==> config.mk <==
export PLATFORM = sky130hd
export DESIGN_NAME = paged_pc
export DESIGN_NICKNAME = d
export VERILOG_FILES = /design/src/rtl/paged_pc_pkg.sv /design/src/rtl/pc_step.sv /design/src/rtl/pc_long_ctrl.sv /design/src/rtl/pc_next_sel.sv /design/src/rtl/paged_pc.sv
export SDC_FILE = /design/constraint.sdc
export NUM_CORES = 1
export LEC_CHECK = 0
export BUFFER_PORTS_ARGS = -buffer_cell sky130_fd_sc_hd__buf_4
export CORE_ASPECT_RATIO = 1.75
export CORE_MARGIN = 2
export CORE_UTILIZATION = 45
export CTS_CLUSTER_SIZE = 8
export DETAILED_ROUTE_END_ITERATION = 6
export PLACE_DENSITY_LB_ADDON = 0.12
export SYNTH_ARGS = -nofsm -noshare
export SYNTH_HDL_FRONTEND = slang
export SYNTH_HIERARCHICAL = 1
export SYNTH_SLANG_ARGS = --single-unit
==> constraint.sdc <==
create_clock -name clk -period 1.85 [get_ports clk]
set_clock_uncertainty 0.1 [all_clocks]
set_input_delay 0 -clock clk [delete_from_list [all_inputs] [get_ports clk]]
set_output_delay 0 -clock clk [all_outputs]
set_load 0.01 [all_outputs]
==> src/rtl/paged_pc_pkg.sv <==
package paged_pc_pkg;
  typedef enum logic [1:0] {
    CLS_SEQ      = 2'd0,
    CLS_INDIRECT = 2'd1,
    CLS_JUMP     = 2'd2,
    CLS_CALL     = 2'd3
  } instr_cls_e;
endpackage

==> src/rtl/pc_step.sv <==
module pc_step #(
  parameter int ADDR_W = 12
) (
  input  logic [ADDR_W-1:0] cur,
  output logic [ADDR_W-1:0] inc
);
  // Plain modulo-2^ADDR_W increment; carry out of the top bit is dropped.
  always_comb inc = cur + {{(ADDR_W-1){1'b0}}, 1'b1};
endmodule

==> src/rtl/pc_long_ctrl.sv <==
module pc_long_ctrl #(
  parameter int HI_W = 4
) (
  input  logic            clk,
  input  logic            rst_n,
  input  logic            take,
  input  logic            start_long,
  input  logic [HI_W-1:0] hi_in,
  output logic            pending,
  output logic [HI_W-1:0] hi_q
);
  // Tracks the second byte of a two-byte jump and holds its page nibble.
  always_ff @(posedge clk) begin
    if (!rst_n) begin
      pending <= 1'b0;
      hi_q    <= '0;
    end else if (take) begin
      if (pending) begin
        pending <= 1'b0;
      end else if (start_long) begin
        pending <= 1'b1;
        hi_q    <= hi_in;
      end
    end
  end
endmodule

==> src/rtl/pc_next_sel.sv <==
module pc_next_sel
  import paged_pc_pkg::*;
#(
  parameter int ADDR_W = 12,
  parameter int PAGE_W = 8
) (
  input  logic [ADDR_W-1:0]        pc_inc,
  input  logic                     pending,
  input  logic [ADDR_W-PAGE_W-1:0] hi_q,
  input  instr_cls_e               cls,
  input  logic [PAGE_W-1:0]        byte_in,
  input  logic [PAGE_W-1:0]        pair,
  output logic [ADDR_W-1:0]        next_pc,
  output logic                     start_long
);
  localparam int HI_W = ADDR_W - PAGE_W;

  always_comb begin
    start_long = 1'b0;
    next_pc    = pc_inc;
    if (pending) begin
      next_pc = {hi_q, byte_in};
    end else begin
      unique case (cls)
        CLS_SEQ:      next_pc = pc_inc;
        CLS_INDIRECT: next_pc = {pc_inc[ADDR_W-1:PAGE_W], pair};
        CLS_JUMP, CLS_CALL: begin
          next_pc    = pc_inc;
          start_long = 1'b1;
        end
        default:      next_pc = pc_inc;
      endcase
    end
  end

  // Page nibble must fit within the first byte of a long jump.
  if (HI_W > PAGE_W) begin : g_bad_width
    initial $display("paged_pc: page field wider than a byte");
  end
endmodule

==> src/rtl/paged_pc.sv <==
module paged_pc
  import paged_pc_pkg::*;
#(
  parameter int ADDR_W = 12,
  parameter int PAGE_W = 8
) (
  input  logic              clk,
  input  logic              rst_n,
  input  logic              in_valid,
  output logic              in_ready,
  input  logic [7:0]        in_byte,
  input  logic [1:0]        in_class,
  input  logic [7:0]        in_pair,
  output logic [ADDR_W-1:0] fetch_addr,
  output logic              want_operand
);
  localparam int HI_W = ADDR_W - PAGE_W;

  logic              take;
  logic [ADDR_W-1:0] pc_q;
  logic [ADDR_W-1:0] pc_inc;
  logic [ADDR_W-1:0] next_pc;
  logic              start_long;
  logic              pending;
  logic [HI_W-1:0]   hi_q;
  logic              ready_q;

  assign take = in_valid && ready_q;

  pc_step #(.ADDR_W(ADDR_W)) u_step (
    .cur (pc_q),
    .inc (pc_inc)
  );

  pc_next_sel #(.ADDR_W(ADDR_W), .PAGE_W(PAGE_W)) u_sel (
    .pc_inc     (pc_inc),
    .pending    (pending),
    .hi_q       (hi_q),
    .cls        (instr_cls_e'(in_class)),
    .byte_in    (in_byte[PAGE_W-1:0]),
    .pair       (in_pair[PAGE_W-1:0]),
    .next_pc    (next_pc),
    .start_long (start_long)
  );

  pc_long_ctrl #(.HI_W(HI_W)) u_long (
    .clk        (clk),
    .rst_n      (rst_n),
    .take       (take),
    .start_long (start_long),
    .hi_in      (in_byte[HI_W-1:0]),
    .pending    (pending),
    .hi_q       (hi_q)
  );

  always_ff @(posedge clk) begin
    if (!rst_n) begin
      pc_q    <= '0;
      ready_q <= 1'b0;
    end else begin
      ready_q <= 1'b1;
      if (take) pc_q <= next_pc;
    end
  end

  assign in_ready     = ready_q;
  assign fetch_addr   = pc_q;
  assign want_operand = pending;
endmodule

; ---- Yosys cells after proc, flatten, opt, wreduce, memory -nomap -nowiden
; Index checks and enable logic that the tools add are counted.
; Widths: inputs -> output; s select.
[word_totals]
word_cells = 21
register_bits = 18
in_bits = 21
[classes]
n_reduce_logical = 5
n_mux = 7
bitwise = 1
n_eq_ne = 3
n_addsub = 1
[op_table]
columns = operator, count
row1 = $pmux 12 s2, 1
row2 = $add 12x1->12 const B, 1
row3 = $mux 12, 1
row4 = $mux 1, 5
row5 = $eq 2x2->1 const B, 2
row6 = $reduce_and 3->1, 1
row7 = $reduce_or 3->1, 1
row8 = $eq 2x1->1 const B, 1
row9 = $logic_not 2->1, 1
row10 = $reduce_or 2->1, 1
row11 = $logic_and 1x1->1, 1
row12 = $not 1->1, 1

; ---- Depth between registers and ports, before layout
; Gate-level depths: netlist (run 1).
[logic_depth]
word_depth = 6
ltp_mapped = 8

; ---- Hierarchy
; The synthesis (run 1) kept the hierarchy.
[by_module_without_submodules]
columns = mod, cells_each, n_inst, seq_area_each_um2, area_per_inst_um2
row1 = paged_pc, 55, 1, 260.2, 526.8
row2 = pc_next_sel, 41, 1, 0.0, 392.9
row3 = pc_long_ctrl, 22, 1, 100.1, 207.7
row4 = pc_step, 29, 1, 0.0, 198.9

; ---- Worst setup path after synthesis (run 1)
; No wires, ideal clock.
[synth_path]
kind = register to register
from = reg pc_q[0] (netlist: fetch_addr[0])
to = reg pc_q[6] (netlist: fetch_addr[6])
n_path_buf = 0
t_arrival_ns = 1.459
required_ns = 1.683
setup_ns = 0.067
path_stages_with_launch = 9
setup_slack_ns = 0.223
period_less_slack_ns = 1.627
path_cell_list = dfxtp_1 > ha_1 > nand2_1 > nor2_1 > xor2_1 > inv_1 > o311ai_2 > nand4_1 > o21ai_2
[synth_via]
elab_chain_len = 3
[synth_lines]
columns = item, line_no
row1 = start: declaration, paged_pc.sv:20  ; logic [ADDR_W-1:0] pc_q;
row2 = start signal: assignment, paged_pc.sv:62  ; if (take) pc_q <= next_pc;
row3 = $add 12x1->12, pc_step.sv:8  ; always_comb inc = cur + {{(ADDR_W-1){1'b0}}, 1'b1};
row4 = via pc_inc[6], paged_pc.sv:21  ; logic [ADDR_W-1:0] pc_inc;
row5 = $pmux 12 s2, pc_next_sel.sv:24  ; unique case (cls)
row6 = $mux 12, pc_next_sel.sv:21  ; if (pending) begin
row7 = via next_pc[6], paged_pc.sv:22  ; logic [ADDR_W-1:0] next_pc;
; The timed path passes the listed nets, and every way through them passes these cells. The select of a mux whose other input is x is not followed.
; A chain may end at the register's enable or synchronous reset.

; ---- Worst setup path in the final report (run 1)
; Ends and elaborated chain as after synthesis.

==> results of run 1 <==
## cells in the final DEF, fill, tap and decap left out, types with 5 or more instances in the layout
cell type      Yosys  routed
nand2_1           31      31
dlygate4sd3_1      0       5
o21ai_2            9       9
inv_1             11      11
dfxtp_1           18      16
xor2_1             6       6
nand4bb_1          8       8
buf_4              0      42
nand4_1           12      12
o311ai_2           8       8
## synthesized netlist by cell type
cell	count	share of area, %
nand2_1	31	8.8
xnor2_1	4	2.6
inv_1	11	3.1
buf_1	1	0.28
nand3_1	3	1.1
nand3_2	1	0.75
and3b_1	1	0.66
o311ai_2	8	9.8
buf_6	7	5.9
nand4_2	1	0.94
dfxtp_1	18	27
nor2b_2	1	0.66
nor2_1	3	0.85
nor2b_1	1	0.47
and2_4	1	0.66
nand4bb_1	8	6.8
nand4_1	12	5.7
mux2i_1	4	3.0
buf_2	2	0.75
o21a_1	1	0.57
ha_1	1	0.94
mux2_4	4	4.5
nor3_1	3	1.1
xor2_1	6	4.0
nor4_2	1	0.94
o21ai_0	3	1.1
o21ai_2	9	5.9
and2b_4	1	0.75
## flip-flops by register name, summed over array words and instances (netlist names)
| register | flops |
|---|---|
| u_long/pending | 1 |
| in_ready | 1 |
| u_long/hi_q | 4 |
| fetch_addr | 12 |
## final timing paths
kind | to | slack, ps | cells past startpoint
max | fetch_addr[6]$_SDFFE_PN0P_ | 240 | 8
min | fetch_addr[6]$_SDFFE_PN0P_ | -0.5 | 3
max reg2reg | fetch_addr[6]$_SDFFE_PN0P_ | 240 | 8
min reg2reg | u_long/hi_q[3]$_SDFFE_PN0P_ | 370 | 2
## layout make-up
cell class	count	area [um2]	share of cell area [%]
multi-input cells	108	847	49.6
flip-flops and latches	18	363	21.3
inverters	11	41.3	2.42
clock buffers	4	55.1	3.23
well taps	28	35.0	2.05
repair buffers	47	365	21.4
## critical path: stages (launching register included)
cell	delay, ps
dfxtp_2	390
ha_4	170
nand2_1	100
nor2_2	120
xor2_1	140
inv_1	60
o311ai_2	240
nand4_1	140
o21ai_2	70
## cell families (layout without fill, tap and decap cells)
logic type | after synthesis | after routing | synth area share [%]
xor gates and xnor gates | 10 | 10 | 6.60
buffers and inverters | 21 | 62 | 10.1
muxes | 8 | 8 | 7.55
and+or+nand+nor | 68 | 68 | 30.2
adders and majority gates | 1 | 1 | 0.943
DFF | 18 | 18 | 27.2
AOI/OAI and AO/OA | 21 | 21 | 17.5
## power breakdown
part	internal, mW	switching, mW	total, mW
Sequential	0.400	0.0111	0.411
Clock	0.189	0.135	0.324
Combinational	0.0974	0.0918	0.189
Total	0.687	0.238	0.924
## timing repair
action | CTS | global route
endpoints found under the hold margin | 5 | 0
hold buffers | 5 | 0
endpoints found under the setup margin | 0 | 1
resized for setup | 0 | 5
## per-layer routing
layer  up-vias  share of wire, %
met3         9               4.8
met1       576                40
li1        606                 -
met2        31                53
met4         0               2.0
met5         -                 0
==> out/metrics.yaml, run 1 <==
worstSetupEndpointType: "flip-flop"
hold_slack_ps: -0.454
area_delta_synth_final_pct: 28.7
hold_start: "in_valid"
setup_viol: 0
fp.dieW_um: 45.0
failed_checks: "hold timing"
p_leak_nw: 0.694
netlist_area_mm2: 0.00133
post-cts-setup-buffer-count: 0
avgSynthCellArea_um2: 9.02
nets: 211
relSlewSlack_pct: 78.9
grt_remaining_overflow: 0
antenna_found_initial: 0
powerDensity_mw_per_mm2: 542
placedCellCount: 207
final_layout_size_suffix_gt1_share_pct: 41.0
finalPower_mw: 0.924
vias_per_cell: 5.66
grt_pass1_wl_um: 5020
final_util_pct: 59.6
ctsLongestPathBuffers: 2
dieArea_mm2: 0.00341
routabilityCongestion: 0.795
critPathKind: "reg2reg"
clockRootBuffer: "clkbuf_8"
arrival_ps: 1700
die_h_um: 75.8
clk_pin_slew_ps: 70
critPathLaunch: "fetch_addr[0]$_SDFFE_PN0P_"
grt_max_degree: 35
status: "finished with violations"
ant_nets: 0
antenna-diode-count: 0
routedWlPerCell_um: 14.9
post-route-min-period_ps: 1610
firstDrtPassIters: 3
ys_warn_count: 6
drc: 0
portBuffers: 34
final-hold-violation-count: 1
grtUsageTotal_pct: 19.7
dp_hpwl_um: 2350
cts_tree: "yes"
synth_nets: 169
placementRows: 26
placed_cell_area_mm2: 0.00158
slew_viol_final: 0
tns_ps: 0
grt_util_met1_pct: 24.1
io_pins: 35
crit_fanout: 5
r2r-start: "fetch_addr[0]$_SDFFE_PN0P_"
crit_required_ps: 1940
numCtsBuffers: 3
critPathLaunchType: "flip-flop"
groute.layer.met3.usage_pct: 2.13
cts_sinks: 18
final.setup.worst_slack_ps: 241
grt_pass1_vias: 1087
synth-seq-cells: 18
wl_um: 3230
ir_drop_mv: 0.462
clk-insertion-delay-late_ps: 250
fmax_mhz: 621
synth_seq_area_share_pct: 27.2
cap_violations: 0
drt_iter0_drc: 9
vias: 1222
grt_setup_unrepaired: "no"
busiest_layer: "met2"
use_met2_pct: 34.3
netlist_instances: 147
worst_pin_slew_ps: 317
period_share_pct: 87.0
fin_area_mm2: 0.00171
htreeDepth: 1
start_util_pct: 46.3
min_path_type: "in2reg"
fillers: 271
dpl_worst_slack_ps: 109
synth_cell_types: 28
coreArea_mm2: 0.00286
final_cell_count_no_fill: 216
Note: power is estimated with default switching activity, not from simulation.
==> run 2: changes to the inputs <==
--- a/config.mk
+++ b/config.mk
@@ -11,6 +11,7 @@
 export CORE_UTILIZATION = 45
 export CTS_CLUSTER_SIZE = 8
 export DETAILED_ROUTE_END_ITERATION = 6
+export GPL_TIMING_DRIVEN = 0
 export PLACE_DENSITY_LB_ADDON = 0.12
 export SYNTH_ARGS = -nofsm -noshare
 export SYNTH_HDL_FRONTEND = slang
==> run 2 against run 1 <==
Against the previous run:
- the run now ends clean
- register-to-register slack worse by 130 ps
- non-clock buffer count up 3
- wire length up 1.1%
- global-route usage up 1.8 points
- count of clock-buffer cells in the layout unchanged
- sequential cell count unchanged
- hold slack better by 21 ps
- critical path type unchanged
==> out/metrics.yaml, run 2 (synthesized netlist as in run 1, its figures left out) <==
crit_fanout: 7  # +2
clockRootBuffer: "clkbuf_8"
final.setup.worst_slack_ps: 112  # -129 ps
dpl_worst_slack_ps: 110  # +0.949 ps
vias_per_cell: 5.70  # +0.81%
ir_drop_mv: 0.509  # +10%
status: "finished, final reports clean"
antenna_found_initial: 0  # unchanged
slew_viol_final: 0  # unchanged
grt_remaining_overflow: 0  # unchanged
drc: 0  # unchanged
die_h_um: 75.8  # unchanged
grt_max_degree: 12  # -66%
r2r-start: "fetch_addr[3]$_SDFFE_PN0P_"
routabilityCongestion: 0.820  # +3.2%
final-hold-violation-count: 0  # -1
grt_setup_unrepaired: "no"
setup_viol: 0  # unchanged
critPathKind: "reg2reg"
antenna-diode-count: 0  # unchanged
ant_nets: 0  # unchanged
worstSetupEndpointType: "flip-flop"
relSlewSlack_pct: 77.3  # -1.6 points
period_share_pct: 94.0  # +7.0 points
fp.dieW_um: 45.0  # unchanged
drt_iter0_drc: 19  # +10
firstDrtPassIters: 4  # +1
grt_pass1_vias: 1179  # +8.5%
arrival_ps: 1780  # +80 ps
min_path_type: "in2reg"
worst-r2r-cell-count: 6  # -2
regToRegSetupSlack_ps: 110  # -130 ps
placed_cell_area_mm2: 0.00162  # +2.1%
crit_end: "fetch_addr[11]$_SDFFE_PN0P_"
dp_hpwl_um: 2480  # +5.3%
nets: 214  # +1.4%
cts_sinks: 18  # unchanged
io_pins: 35  # unchanged
fin_area_mm2: 0.00174  # +1.9%
portBuffers: 34  # unchanged
powerDensity_mw_per_mm2: 538  # -0.66%
mostFrequentLayoutCell: "buf_4"
wl_um: 3260  # +1.1%
final_util_pct: 60.8  # +1.1 points
mostFrequentLayoutCells: "buf_4 (34), nand2_1 (31), dfxtp_1 (16)"
critPathLaunchType: "flip-flop"
ctsLongestPathBuffers: 2  # unchanged
placementRows: 26  # unchanged
largest_reg_flops: 12  # unchanged
worst_pin_slew_ps: 340  # +23.7 ps
numCtsBuffers: 3  # unchanged
post-route-min-period_ps: 1740  # +129 ps
vias: 1249  # +2.2%
cts_tree: "yes"
fmax_mhz: 575  # -7.4%
tns_ps: 0  # unchanged
coreArea_mm2: 0.00286  # unchanged
dieArea_mm2: 0.00341  # unchanged
routedWlPerCell_um: 14.9  # -0.33%
clk_pin_slew_ps: 70  # about the same
final_layout_size_suffix_gt1_share_pct: 40.8  # -0.12 points
area_delta_synth_final_pct: 31.1
critPathLaunch: "fetch_addr[3]$_SDFFE_PN0P_"
min_path_cells: 5  # +2
crit_required_ps: 1890  # -50 ps
p_leak_nw: 0.707  # +1.9%
grt_pass1_wl_um: 5380  # +7.2%
htreeDepth: 1  # unchanged
grtUsageTotal_pct: 21.5  # +1.8 points
start_util_pct: 46.3  # unchanged
clk-insertion-delay-late_ps: 260  # about the same
reg2reg_to: "fetch_addr[11]$_SDFFE_PN0P_"
cap_violations: 0  # unchanged
post-cts-setup-buffer-count: 0  # unchanged
[run 2: cell count changes in the layout (fill, tap and decap cells not counted)]
cell           previous run  this run
buf_1                     0         1
dlygate4sd3_1             5         6
buf_6                     0         7
ha_4                      1         0
buf_4                    42        34
ha_2                      0         1
buf_2                     0         2
[run 2: worst max-delay path, stage by stage (launching register included)]
cell,delay (ps)
dfxtp_1,480
nand4_2,210
nor4_2,310
xor2_1,110
mux2_4,280
nand4_1,70
o21ai_0,80
[run 2: how the worst min path moves through the flow]
stage / start / endpoint / slack (ps)
finish: in_byte[7] / fetch_addr[7]$_SDFFE_PN0P_ / 20
global route: in_byte[7] / fetch_addr[7]$_SDFFE_PN0P_ / 60
CTS: in_byte[7] / fetch_addr[7]$_SDFFE_PN0P_ / 20
floorplan: rst_n / in_ready$_DFF_P_ / -70
global placement: rst_n / in_ready$_DFF_P_ / 80
detailed placement: rst_n / in_ready$_DFF_P_ / 80
[run 2: layout make-up]
class                           instances  area (um2)
Sequential cell                        18         363
Timing Repair Buffer                   40         315
Multi-Input combinational cell        108         837
Clock buffer                            4        55.1
Buffer                                 10        92.6
Inverter                               11        41.3
Tap cell                               28        35.0
Fill cell                             271        1120
[run 2: power by group]
group / switching, mW / internal [mW] / total, mW / leakage (nW)
clock: 0.134 / 0.189 / 0.324 / 0.0288
combinational: 0.0901 / 0.106 / 0.196 / 0.531
sequential: 0.0156 / 0.400 / 0.416 / 0.147
total: 0.240 / 0.696 / 0.936 / 0.707
[run 2: layer usage]
metal | wire length (um) | vias to the layer above | GRT usage [%]
met4 | 95 | 0 | 10.1
met1 | 1220 | 591 | 23.1
li1 | - | 614 | -
met2 | 1770 | 37 | 39.8
met5 | 0 | - | 0
met3 | 180 | 7 | 2.84
[run 2: per-stage QoR]
step	cells	hold slack [ps]	power [mW]
after floorplan	147	-72.3	0.532
after global placement	209	82.5	0.605
after detailed placement	209	84.5	0.610
after CTS	219	22.3	0.946
after global routing	219	57.5	0.980
final	219	20.6	0.936
[run 2: what timing repair did]
| item | CTS | global route |
|---|---|---|
| gates resized for setup | 0 | 4 |
| endpoints found under the hold margin | 9 | 0 |
| hold buffers | 6 | 0 |
| endpoints found under the setup margin | 0 | 3 |
==> run 3: changes to the inputs <==
==> constraint.sdc (replaced) <==
create_clock -name clk -period 1.4 [get_ports clk]
set_clock_uncertainty 0.1 [all_clocks]
set_input_delay 0 -clock clk [delete_from_list [all_inputs] [get_ports clk]]
set_output_delay 0 -clock clk [all_outputs]
set_load 0.01 [all_outputs]
==> run 3 against run 2 <==
Against the previous run:
- the run now ends with setup timing left
- total power up 32%
- non-clock buffer count is 16 higher
- die area unchanged
- via count up 4.6%
- worst setup slack got worse by 270 ps
- largest cell class unchanged
- critical path type unchanged
==> out/metrics.yaml, run 3 (synthesized netlist as in run 1, its figures left out) <==
min_path_cells: 3  # -2
critPathKind: "reg2reg"
groute.layer.met3.usage_pct: 4.50  # +1.7 points
portBuffers: 34  # unchanged
numCtsBuffers: 3  # unchanged
worstSetupEndpointType: "flip-flop"
tns_ps: -969  # -969 ps
use_met2_pct: 43.7  # +3.8 points
vias: 1307  # +4.6%
arrival_ps: 1620  # -160 ps
period_share_pct: 112  # +18 points
critPathLaunchType: "flip-flop"
dieArea_mm2: 0.00341  # unchanged
nets: 230  # +7.5%
grt_pass1_wl_um: 5950  # +11%
busiest_layer: "met2"
die_h_um: 75.8  # unchanged
io_pins: 35  # unchanged
status: "finished with violations"
crit_required_ps: 1460  # -430 ps
ir_drop_mv: 0.572  # +12%
post-route-min-period_ps: 1560  # -177 ps
fin_area_mm2: 0.00200  # +15%
cts_tree: "yes"
drc: 0  # unchanged
largest_reg_flops: 12  # unchanged
htreeDepth: 1  # unchanged
grtUsageTotal_pct: 24.0  # +2.5 points
critPathMaxStageDelay_ps: 380  # -100 ps
worst_pin_slew_ps: 317  # -23.0 ps
placementRows: 26  # unchanged
clockRootBuffer: "clkbuf_8"
routabilityCongestion: 0.763  # -7.0%
mostFrequentLayoutCells: "buf_4 (47), nand2_1 (29), nand4_1 (12)"
min_path_type: "in2reg"
powerDensity_mw_per_mm2: 619  # +15%
mostFrequentLayoutCell: "buf_4"
regToRegSetupSlack_ps: -160  # -270 ps
cap_violations: 0  # unchanged
ctsLongestPathBuffers: 2  # unchanged
slew_viol_final: 0  # unchanged
setup_viol: 9  # +9
grt_max_degree: 12  # unchanged
firstDrtPassIters: 4  # unchanged
routedWlPerCell_um: 16.0  # +7.3%
antenna-diode-count: 0  # unchanged
failed_checks: "setup timing"
ant_nets: 0  # unchanged
vias_per_cell: 5.56  # -2.5%
worst-r2r-cell-count: 8  # +2
fp.dieW_um: 45.0  # unchanged
wl_um: 3760  # +15%
grt_util_met1_pct: 26.6  # +3.4 points
cp_num_cells: 8  # +2
clk-insertion-delay-late_ps: 260  # about the same
drt_iter0_drc: 49  # +30
dp_hpwl_um: 2620  # +5.8%
crit_chain: "ha_4 -> nand2_4 -> buf_4 -> nor3_2 -> xor2_1 -> mux2_4 -> nand4_1 -> o21ai_2"
start_util_pct: 46.3  # unchanged
fmax_mhz: 640  # +11%
slowest_stage: "dfxtp_4"
p_leak_nw: 0.867  # +23%
final-hold-violation-count: 0  # unchanged
relSlewSlack_pct: 78.8  # +1.5 points
grt_pass1_vias: 1294  # +9.8%
crit_fanout: 3  # -4
cp_top_family: "flip-flops"
dpl_worst_slack_ps: -199  # -309 ps
coreArea_mm2: 0.00286  # unchanged
finalPower_mw: 1.24  # +32%
final_layout_size_suffix_gt1_share_pct: 53.6  # +13 points
area_delta_synth_final_pct: 50.6
grt_remaining_overflow: 0  # unchanged
cp_num_buf_inv: 1  # +1
cts_sinks: 18  # unchanged
clk_pin_slew_ps: 70  # about the same
placed_cell_area_mm2: 0.00171  # +5.6%
antenna_found_initial: 0  # unchanged
final.setup.worst_slack_ps: -161  # -273 ps
grt_setup_unrepaired: "yes"
## run 3: cell types whose count changed in the layout (fill, tap and decap cells not counted), moves of 2 or more
| cell | before | now |
|---|---|---|
| nor2_1 | 2 | 0 |
| dfxtp_4 | 0 | 8 |
| nand2_1 | 31 | 29 |
| o21ai_1 | 0 | 3 |
| dfxtp_1 | 16 | 6 |
| dfxtp_2 | 2 | 4 |
| nor3_2 | 0 | 3 |
| nand2_4 | 0 | 2 |
| buf_4 | 34 | 47 |
| buf_12 | 0 | 2 |
| o21ai_0 | 3 | 0 |
| nor3_1 | 3 | 0 |
## run 3: routing by layer
metal  vias to the layer above  wire length, um
li1                        647                -
met1                       614             1450
met2                        37             2050
met3                         9              175
met4                         0               82
met5                         -                0
## run 3: worst register-to-register path, stage by stage, from the launching register on
cell     delay (ps)
dfxtp_4         380
ha_4            160
nand2_4          60
buf_4           140
nor3_2          120
xor2_1           90
mux2_4          270
nand4_1          80
o21ai_2          60
## run 3: final timing paths
kind / start / endpoint
setup reg to reg: fetch_addr[0]$_SDFFE_PN0P_ / fetch_addr[8]$_SDFFE_PN0P_
setup / recovery: fetch_addr[0]$_SDFFE_PN0P_ / fetch_addr[8]$_SDFFE_PN0P_
hold / removal: in_valid / fetch_addr[11]$_SDFFE_PN0P_
hold reg to reg: u_long/hi_q[3]$_SDFFE_PN0P_ / u_long/hi_q[3]$_SDFFE_PN0P_
## run 3: what timing repair did
action	4_1_cts	5_1_grt
hold endpoints to repair	9	0
gates cloned	0	0
hold buffers	6	0
endpoints found under the setup margin	14	14
buffers inserted	11	5
pin swaps	15	9
resized for setup	13	4
## run 3: per-stage QoR
step	std cells	util (%)	hold WS, ps
floorplan	147	-	-72.3
global placement	209	59.6	84.1
detailed placement	209	59.6	92.3
CTS	230	67.8	8.99
global route	235	69.8	21.1
finish	235	69.8	4.44
## run 3: where the power goes
group / total, mW / internal [mW] / switching [mW]
sequential: 0.542 / 0.520 / 0.0222
clock: 0.390 / 0.203 / 0.187
combinational: 0.303 / 0.168 / 0.135
## run 3: final cells by class
type,instances,area (um2)
plain buffers,10,105
well taps,28,35.0
repair buffers,56,455
flip-flops and latches,18,395
inverters,11,41.3
multi-input cells,108,920
clock buffers,4,45.0
fillers,225,866
